===== src/rtl/miw_pkg.sv =====
package miw_pkg;

    localparam int SLOTS       = 40;  // half-bit slots in one word
    localparam int SYNC_SLOTS  = 6;
    localparam int PAR_SLOT    = 38;
    localparam int DATA_BITS   = 16;
    localparam int SLOT_W      = $clog2(SLOTS);

    typedef enum logic [1:0] {
        FLT_OFF = 2'd0,
        FLT_S0  = 2'd1,
        FLT_S1  = 2'd2,
        FLT_INV = 2'd3
    } fault_e;

    typedef struct packed {
        fault_e                 kind;
        logic [2:0]             classes;   // [0] cmd [1] status [2] data
        logic                   src_term;
        logic                   sync_en;
        logic                   par_en;
        logic [DATA_BITS-1:0]   dmask;
    } inj_cfg_t;

    // Word is armed when a fault is chosen, its class is enabled and a field is picked.
    function automatic logic word_armed(inj_cfg_t c, logic hi_first);
        logic cls_on;
        cls_on = hi_first ? (c.src_term ? c.classes[1] : c.classes[0]) : c.classes[2];
        return (c.kind != FLT_OFF) && cls_on && (c.sync_en || c.par_en || (|c.dmask));
    endfunction

    // Level a forced slot takes; one_lvl is the level this slot carries for a logical 1.
    function automatic logic forced_level(fault_e k, logic in_lvl, logic one_lvl);
        case (k)
            FLT_S0:  return !one_lvl;
            FLT_S1:  return one_lvl;
            FLT_INV: return !in_lvl;
            default: return in_lvl;
        endcase
    endfunction

endpackage


===== src/rtl/miw_framer.sv =====
module miw_framer
    import miw_pkg::*;
#(
    parameter int HALF_CYC = 50
) (
    input  logic                 clk,
    input  logic                 rst,
    input  logic                 drv_i,
    input  logic                 lvl_i,
    input  inj_cfg_t             cfg_i,
    output logic                 start_o,
    output logic                 inword_o,
    output logic [SLOT_W-1:0]    slot_o,
    output logic                 hi_o,
    output inj_cfg_t             cfg_o
);
    localparam int PH_W = (HALF_CYC > 1) ? $clog2(HALF_CYC) : 1;

    logic               act_q;
    logic [PH_W-1:0]    ph_q;
    logic [SLOT_W-1:0]  slot_q;
    logic               hi_q;
    inj_cfg_t           cfg_q;

    logic [PH_W-1:0]    cur_ph;
    logic [SLOT_W-1:0]  cur_slot;

    assign start_o  = drv_i && !act_q;
    assign inword_o = act_q || start_o;
    assign cur_ph   = act_q ? ph_q   : '0;
    assign cur_slot = act_q ? slot_q : '0;
    assign slot_o   = cur_slot;
    assign hi_o     = start_o ? lvl_i : hi_q;
    assign cfg_o    = start_o ? cfg_i : cfg_q;

    always_ff @(posedge clk) begin
        if (rst) begin
            act_q  <= 1'b0;
            ph_q   <= '0;
            slot_q <= '0;
            hi_q   <= 1'b0;
            cfg_q  <= '0;
        end else if (inword_o) begin
            if (start_o) begin
                hi_q  <= lvl_i;
                cfg_q <= cfg_i;
            end
            if (cur_ph == PH_W'(HALF_CYC - 1)) begin
                ph_q <= '0;
                if (cur_slot == SLOT_W'(SLOTS - 1)) begin
                    act_q  <= 1'b0;
                    slot_q <= '0;
                end else begin
                    act_q  <= 1'b1;
                    slot_q <= cur_slot + 1'b1;
                end
            end else begin
                act_q  <= 1'b1;
                ph_q   <= cur_ph + 1'b1;
                slot_q <= cur_slot;
            end
        end
    end

    // framing counters stay inside one word
    assert_slot_range_R10: assert property (@(posedge clk) disable iff (rst)
        slot_q < SLOT_W'(SLOTS));
    assert_phase_range_R10: assert property (@(posedge clk) disable iff (rst)
        ph_q <= PH_W'(HALF_CYC - 1));
    // latched configuration holds for the whole word
    assert_cfg_hold_R9: assert property (@(posedge clk) disable iff (rst)
        (!$past(rst) && act_q && $past(act_q)) |-> $stable(cfg_q));

endmodule


===== src/rtl/miw_corrupt.sv =====
module miw_corrupt
    import miw_pkg::*;
(
    input  logic                 inword_i,
    input  logic                 drv_i,
    input  logic                 lvl_i,
    input  logic [SLOT_W-1:0]    slot_i,
    input  logic                 hi_i,
    input  inj_cfg_t             cfg_i,
    output logic                 armed_o,
    output logic                 lvl_o
);
    logic               in_sync;
    logic               in_par;
    logic [SLOT_W-1:0]  rev;
    logic               data_sel;
    logic               field_sel;
    logic               one_lvl;

    assign armed_o  = word_armed(cfg_i, hi_i);
    assign in_sync  = slot_i < SLOT_W'(SYNC_SLOTS);
    assign in_par   = slot_i >= SLOT_W'(PAR_SLOT);
    // 37 - slot: bits [5:1] give the data-bit number for slots 6..37
    assign rev      = SLOT_W'(PAR_SLOT - 1) - slot_i;
    assign data_sel = |(cfg_i.dmask & (16'd1 << rev[SLOT_W-1:1]));

    always_comb begin
        if (in_sync) begin
            field_sel = cfg_i.sync_en;
            one_lvl   = slot_i < SLOT_W'(SYNC_SLOTS / 2);
        end else if (in_par) begin
            field_sel = cfg_i.par_en;
            one_lvl   = !slot_i[0];
        end else begin
            field_sel = data_sel;
            one_lvl   = !slot_i[0];
        end
    end

    always_comb begin
        lvl_o = lvl_i;
        if (inword_i && drv_i && armed_o && field_sel)
            lvl_o = forced_level(cfg_i.kind, lvl_i, one_lvl);
    end

endmodule


===== src/rtl/miw_event_ctr.sv =====
module miw_event_ctr #(
    parameter int CNT_W = 16
) (
    input  logic             clk,
    input  logic             rst,
    input  logic             start_i,
    input  logic             armed_i,
    output logic [CNT_W-1:0] count_o
);
    always_ff @(posedge clk) begin
        if (rst)
            count_o <= '0;
        else if (start_i && armed_i)
            count_o <= count_o + 1'b1;
    end

    // at most one step per clock
    assert_count_step_R8: assert property (@(posedge clk) disable iff (rst)
        !$past(rst) |-> (count_o == $past(count_o) || count_o == $past(count_o) + 1'b1));

endmodule


===== src/rtl/mil_word_injector.sv =====
module mil_word_injector
    import miw_pkg::*;
#(
    parameter int HALF_CYC = 50,
    parameter int CNT_W    = 16
) (
    input  logic             clk,
    input  logic             rst,
    input  logic             line_p_i,
    input  logic             line_n_i,
    input  logic [1:0]       cfg_fault_i,
    input  logic [2:0]       cfg_class_i,
    input  logic             cfg_src_term_i,
    input  logic             cfg_sync_en_i,
    input  logic             cfg_par_en_i,
    input  logic [15:0]      cfg_dmask_i,
    output logic             line_p_o,
    output logic             line_n_o,
    output logic [CNT_W-1:0] inj_count_o
);
    inj_cfg_t           cfg_in;
    inj_cfg_t           cfg_cur;
    logic               drv;
    logic               start;
    logic               inword;
    logic [SLOT_W-1:0]  slot;
    logic               hi_first;
    logic               armed;
    logic               new_lvl;

    assign cfg_in.kind     = fault_e'(cfg_fault_i);
    assign cfg_in.classes  = cfg_class_i;
    assign cfg_in.src_term = cfg_src_term_i;
    assign cfg_in.sync_en  = cfg_sync_en_i;
    assign cfg_in.par_en   = cfg_par_en_i;
    assign cfg_in.dmask    = cfg_dmask_i;

    assign drv = line_p_i ^ line_n_i;

    miw_framer #(.HALF_CYC(HALF_CYC)) u_framer (
        .clk(clk), .rst(rst), .drv_i(drv), .lvl_i(line_p_i), .cfg_i(cfg_in),
        .start_o(start), .inword_o(inword), .slot_o(slot), .hi_o(hi_first), .cfg_o(cfg_cur)
    );

    miw_corrupt u_corrupt (
        .inword_i(inword), .drv_i(drv), .lvl_i(line_p_i), .slot_i(slot),
        .hi_i(hi_first), .cfg_i(cfg_cur), .armed_o(armed), .lvl_o(new_lvl)
    );

    miw_event_ctr #(.CNT_W(CNT_W)) u_ctr (
        .clk(clk), .rst(rst), .start_i(start), .armed_i(armed), .count_o(inj_count_o)
    );

    always_ff @(posedge clk) begin
        if (rst) begin
            line_p_o <= 1'b0;
            line_n_o <= 1'b0;
        end else if (drv) begin
            line_p_o <= new_lvl;
            line_n_o <= !new_lvl;
        end else begin
            line_p_o <= line_p_i;
            line_n_o <= line_n_i;
        end
    end

    // undriven samples are copied one clock later
    assert_idle_pass_R2: assert property (@(posedge clk) disable iff (rst)
        (!$past(rst) && !$past(drv)) |-> (line_p_o == $past(line_p_i) && line_n_o == $past(line_n_i)));
    // a word that is not armed is copied unchanged
    assert_unarmed_pass_R2: assert property (@(posedge clk) disable iff (rst)
        (!$past(rst) && $past(inword) && !$past(armed)) |->
        (line_p_o == $past(line_p_i) && line_n_o == $past(line_n_i)));
    // a driven input always leaves as a driven output
    assert_driven_stays_R2: assert property (@(posedge clk) disable iff (rst)
        (!$past(rst) && $past(drv)) |-> (line_p_o != line_n_o));

endmodule


===== config.mk =====
export PLATFORM = sky130hd
export DESIGN_NAME = mil_word_injector
export DESIGN_NICKNAME = d
export VERILOG_FILES = /design/src/rtl/miw_pkg.sv /design/src/rtl/miw_framer.sv /design/src/rtl/miw_corrupt.sv /design/src/rtl/miw_event_ctr.sv /design/src/rtl/mil_word_injector.sv
export SDC_FILE = /design/constraint.sdc
export NUM_CORES = 1
export LEC_CHECK = 0
export BUFFER_PORTS_ARGS = -buffer_cell sky130_fd_sc_hd__buf_2
export CAP_MARGIN = 20
export CORE_AREA = 2 2 95 97
export CTS_CLUSTER_DIAMETER = 200
export DETAILED_ROUTE_END_ITERATION = 16
export DIE_AREA = 0 0 97 99
export GPL_TIMING_DRIVEN = 0
export HOLD_SLACK_MARGIN = 0.03
export SLEW_MARGIN = 10
export SYNTH_ARGS = -nofsm -noshare
export SYNTH_HDL_FRONTEND = slang
export SYNTH_SLANG_ARGS = --single-unit

===== constraint.sdc =====
create_clock -name clk -period 3.2 [get_ports clk]
set_input_delay 0.16 -clock clk [delete_from_list [all_inputs] [get_ports clk]]
set_output_delay 0.16 -clock clk [all_outputs]
set_load 0.03 [all_outputs]

Yosys cells after proc, flatten, opt, wreduce, memory -nomap -nowiden
Index checks and enable logic that the tools add are counted.
{"block": "word_totals", "reg_bits": 56, "in_bits": 28, "out_inout_bits": 18, "word_cells": 64}
{"block": "classes", "n_addsub": 4, "magnitude_cmp": 3, "eq_ne": 5, "n_shift": 1, "n_mux": 18, "n_bitwise": 2, "n_reduce_logical": 18}
{"operator": "OR reduction 16 bit", "n": 2}
{"operator": "2-to-1 mux 6 bit", "n": 5}
{"operator": "2-to-1 mux 24 bit", "n": 1}
{"operator": "adder 16 x 1 -> 16 bit, second input constant", "n": 1}
{"operator": "bitwise AND 16 bit", "n": 1}
{"operator": "left shift 1 x 5 -> 16 bit, first input constant", "n": 1}
{"operator": "adder 6 x 1 -> 6 bit, second input constant", "n": 2}
{"operator": "== test 6 bit, second input constant", "n": 2}
{"operator": "2-to-1 mux 1 bit", "n": 11}
{"operator": "logical AND 1 bit", "n": 7}
{"operator": ">= comparator 6 bit, second input constant", "n": 1}
{"operator": "< comparator 6 x 2 -> 1 bit, second input constant", "n": 1}
{"operator": "< comparator 6 x 3 -> 1 bit, second input constant", "n": 1}
{"operator": "subtractor 6 bit, first input constant", "n": 1}
{"operator": "zero test 1 bit", "n": 5}
{"operator": "== test 2 bit, second input constant", "n": 2}
{"operator": "logical OR 1 bit", "n": 3}
{"operator": "case mux 1 bit (3 select lines)", "n": 1}
{"operator": "== test 2 x 1 -> 1 bit, second input constant", "n": 1}
{"operator": "nonzero test 2 bit", "n": 1}
{"operator": "XOR 1 bit", "n": 1}

Depth between registers and ports, before layout
{"block": "depth", "word_depth": 12, "depth_mapped": 11, "depth_no_buf": 9}

Modules after synthesis
A second synthesis with hierarchy kept.
{"block": "hier_totals", "hier_cells": 333, "hier_area_um2": 3009.1}
{"mod": "miw_framer", "instances": 1, "cells_per_inst": 181, "area_per_inst_um2": 1784.2, "seq_area_each_um2": 760.7}
{"mod": "miw_event_ctr", "instances": 1, "cells_per_inst": 86, "area_per_inst_um2": 735.7, "seq_area_each_um2": 320.3}
{"mod": "miw_corrupt", "instances": 1, "cells_per_inst": 56, "area_per_inst_um2": 401.6, "seq_area_each_um2": 0.0}
{"mod": "mil_word_injector", "instances": 1, "cells_per_inst": 10, "area_per_inst_um2": 87.6, "seq_area_each_um2": 40.0}

Worst setup path after synthesis
OpenSTA, ideal clock, no wires.
{"block": "synth_path", "path_kind": "reg2reg", "startpoint": "register u_framer.act_q", "endpoint": "register u_framer.slot_q[3]", "setup_time_ns": 0.119, "t_arrival_ns": 2.720, "required_ns": 3.081, "slack_ns": 0.361, "stages_incl_launch_ff": 12, "path_buffers": 2, "synth_period_minus_slack_ns": 2.839, "path_cell_list": "dfxtp_1 > clkbuf_1 > clkbuf_1 > and2_1 > ha_1 > nand2_1 > nor4_1 > and3_1 > a211oi_1 > nor3b_1 > o21ai_0 > nand2_1"}
{"block": "synth_via", "elab_chain_len": 4, "elab_cells_between_ends": 10, "classes_between": "add/sub: 1; eq/ne: 2; mux: 4; reduce/logical: 3"}
{"item": "from (decl)", "line_no": "miw_framer.sv:19", "rtl": "logic act_q;"}
{"item": "from (signal assigned)", "line_no": "miw_framer.sv:38", "rtl": "act_q <= 1'b0;"}
{"item": "from (signal assigned)", "line_no": "miw_framer.sv:51", "rtl": "act_q <= 1'b0;"}
{"item": "from (signal assigned)", "line_no": "miw_framer.sv:54", "rtl": "act_q <= 1'b1;"}
{"item": "2-to-1 mux 6 bit", "line_no": "miw_framer.sv:31", "rtl": "assign cur_slot = act_q ? slot_q : '0;"}
{"item": "adder 6 x 1 -> 6 bit or == test 6 bit (tied branches)", "line_no": "miw_framer.sv:55, miw_framer.sv:50"}
{"item": "2-to-1 mux 6 bit", "line_no": "miw_framer.sv:50", "rtl": "if (cur_slot == SLOT_W'(SLOTS - 1)) begin"}
{"item": "2-to-1 mux 6 bit", "line_no": "miw_framer.sv:48", "rtl": "if (cur_ph == PH_W'(HALF_CYC - 1)) begin"}
{"item": "to (signal assigned)", "line_no": "miw_framer.sv:55", "rtl": "slot_q <= cur_slot + 1'b1;"}
{"item": "to (signal assigned)", "line_no": "miw_framer.sv:60", "rtl": "slot_q <= cur_slot;"}
{"item": "to (decl)", "line_no": "miw_framer.sv:21", "rtl": "logic [SLOT_W-1:0] slot_q;"}
Several ways; a longest one is shown, not always the timed one.
A chain may end at the register's enable or synchronous reset.

Worst setup path after layout
Same ends and word-level chain as after synthesis.

==> impl_results.md <==
- Synth area leader: dfxtp_1
- Post-DR vias/cell: ~5.2
- Met1 usage: between 20% and 30%
- Crit-path max FO: 10
- Count leader, synth: nand2_1
- Final Max Slew Viols: 0
- Synthesized flop and latch total: 56
- Drc violations: 0
- Min-Delay Path Class: input pin to flip-flop
- EDFF count, synth: 0
- Max VDD drop: 239 µV
- CP arrival: between 3 and 4 ns
- WP data required: 3.42 ns
- Post-synth top flop: dfxtp_1
- Number of CTS-inserted buffers: 5
- Routed wire length: ~7200 µm
- Sink Count: 56
- CTS tree: yes
- Fin nets: between 400 and 500
- Startpoint Class: flip-flop
- Asr flop ratio synth: 0%
- Cell leakage power: 1.30 nW
- Die Span Y: 99 µm
- Final setup vio count: 0
- Vias in the first global route: between 2k and 2.5k
- Detailed Route Iter0 Violations: 78
- Post-route setup slack: ~0.27 ns
- PwrDens: 410 nW/µm²
- Cell chain of the critical path: clkbuf_2, clkbuf_2, and2_1, ha_1, nand2_1, nor4_4, and3_1, a211oi_1, nor3b_1, o21ai_0, nand2_1
- Post-synth top cells: 64 x nand2_1, 56 x dfxtp_1, 36 x a21oi_1, 32 x nor2_1, 19 x clkbuf_1
- Synth cell types: 60
- Drt wl/cell: ~14 µm
- Mapped cell area: between 2000 and 3000 µm²
- Worst path max stage delay: between 0.5 and 0.6 ns
- Row count: 34
- Non-filler cells, final: roughly 520
- Core Region: approximately 8600 µm²
- Gr busiest metal: met2
- Largest net degree at the start of global routing: 20
- Syn Nets: between 300 and 400
- Max Freq: 341 MHz
- GRT Total Usage: 15.0%
- PortBufs: 43
- Pre-CTS setup slack: -0.462 ns
- Met3 Use GR: 1.91%
- Die area: 9600 µm²
- Final Critical Period: between 2 and 3 ns
- Skew-Pair Late Insertion Delay: roughly 0.32 ns
- Tcrit/Tclk final: 91.6%
- Congestion Overflow GR: 0
- Final TNS setup: 0 ns
- R2R cell count: 11
- Setup Skew: around 0.013 ns
- Maximum clock path buffer count: 2
- Layout area overhead: 15.9%
- Register area share after synthesis: around two fifths
- Worst Hold Depth: 3
- Root buf cell: clkbuf_8
- DRT Pass-1 Iters: 4
- Crit. End Element: flip-flop
- WP buf/inv: 2
- Worst slew margin relative to its limit: between 50% and 60%
- CP max stage cell: dfxtp_1
- Number of cells on the critical path: 11
- CP top delay family: simple AND/OR/NAND/NOR gates
- Detail Route Antenna Nets: 0
- Area contributors post-synth: dfxtp_1 38%, nand2_1 8.2%, a21oi_1 6.2%
- Initial antenna violation count: 0
- Status: finished, final reports clean
- GPL Wtd Cong: 0.890
- Ys Warns: 0
- Number of H-tree levels: 2
- Power consumption: around 1.4 mW
- Detail Placement HPWL: approximately 5500 µm
- GR Layer Usage met2: between 20% and 30%
- Io pins: 46
- Initial Util: about 34%
- Final hold vios: 0
- # diodes: 0
- DR vias: 2,700
- Die Wd: approximately 97 µm
- First-pass GRT wire length: 12,000 µm
- Hold_buf cts: 0
- Max_cap viols: 0
- Actual slew at the worst max-slew pin: between 0.7 and 0.8 ns
- Clock transition at path regs: between 0.1 and 0.15 ns
- Synthesized instance count: roughly 360
- Unrepaired setup endpoints after global routing: false
- Top-area cell type share of the netlist area: between 30% and 40%
- Setup CP Type: flip-flop to flip-flop
- Syn_area_per_cell: 8.05 µm²
- Layout cells sized above 1: between 15 and 20%
- Placed insts: 513
path summary, 6_finish.rpt:
check / startpoint / endpoint / slack [ns]
setup / recovery: u_framer.act_q$_SDFFE_PP0N_ / u_framer.slot_q[3]$_SDFFE_PP0N_ / 0.27
hold / removal: cfg_dmask_i[3] / u_framer.cfg_q[3]$_SDFFE_PP0N_ / 0.08
setup reg to reg: u_framer.act_q$_SDFFE_PP0N_ / u_framer.slot_q[3]$_SDFFE_PP0N_ / 0.27
hold reg to reg: u_framer.cfg_q[20]$_SDFFE_PP0N_ / u_framer.cfg_q[20]$_SDFFE_PP0N_ / 0.46
stage by stage:
step           utilization, %  hold WS, ns  instance area (µm²)
2_1_floorplan               -        0.296                 2910
3_3_place_gp             38.2        0.412                 3260
3_5_place_dp             38.2        0.416                 3260
4_1_cts                  39.5       0.0724                 3380
5_1_grt                  39.5       0.0852                 3380
6_report                 39.5       0.0752                 3380
routing by layer:
| layer | share of wire, % | vias to the layer above |
|---|---|---|
| met1 | 47 | 1230 |
| met5 | 0 | - |
| met2 | 48 | 63 |
| li1 | - | 1400 |
| met3 | 3.5 | 7 |
| met4 | 1.5 | 0 |
final cells by class:
type / instances / area [µm²]
sequential: 56 / 1120
tap: 108 / 135
multi-input combinational: 279 / 1700
fill: 871 / 5170
timing repair buffer: 43 / 215
inverter: 6 / 22.5
clock buffer: 5 / 68.8
clock inverter: 3 / 27.5
buffer: 21 / 83.8
registers in the layout, summed over array words and instances (netlist names):
register / count
line_n_o: 1
u_framer.cfg_q: 24
u_framer.slot_q: 6
u_framer.ph_q: 6
u_framer.act_q: 1
u_framer.hi_q: 1
u_ctr.count_o: 16
line_p_o: 1
power by group:
| group | total, mW | switching (mW) | internal, mW |
|---|---|---|---|
| clock network | 0.420 | 0.259 | 0.162 |
| logic | 0.214 | 0.137 | 0.0764 |
| registers | 0.752 | 0.0256 | 0.727 |
cell families after synthesis:
group	Yosys count	synth area share [%]
xor gates and xnor gates	19	5.97
AOI/OAI and AO/OA	81	18.1
and+or+nand+nor	165	28.4
muxes	10	3.74
adders and majority gates	4	1.72
DFF	56	38.5
buffers and inverters	27	3.56
cells in the final DEF (no fill, tap or decap), types with 3 or more instances in the layout:
cell type	instances
xor2_1	15
nand3_1	12
clkbuf_8	5
nor3b_1	3
nor2_1	32
clkbuf_1	17
and4_1	3
nor2b_1	6
nor3_1	4
and2_1	3
nand4_1	10
and3_1	5
a21oi_1	36
a31oi_1	4
xnor2_1	3
nor4_1	7
dfxtp_1	56
nand2_1	64
mux2i_1	6
o21ai_0	12
buf_2	45
mux2_2	3
o211ai_1	4
inv_1	6
ha_1	4
worst register-to-register path: cells and delay by family, from the launching register on:
| kind | cells | cell delay, ns |
|---|---|---|
| and+or+nand+nor | 6 | 1.26 |
| buffers and inverters | 2 | 0.57 |
| adders and majority gates | 1 | 0.17 |
| AOI/OAI and AO/OA | 2 | 0.30 |
| DFF | 1 | 0.53 |
timing repair:
| action | CTS | global route |
|---|---|---|
| gates resized for setup | 2 | 4 |
| setup endpoints to repair | 6 | 3 |
| setup buffers | 0 | 0 |
(Power assumes the default switching activity.)
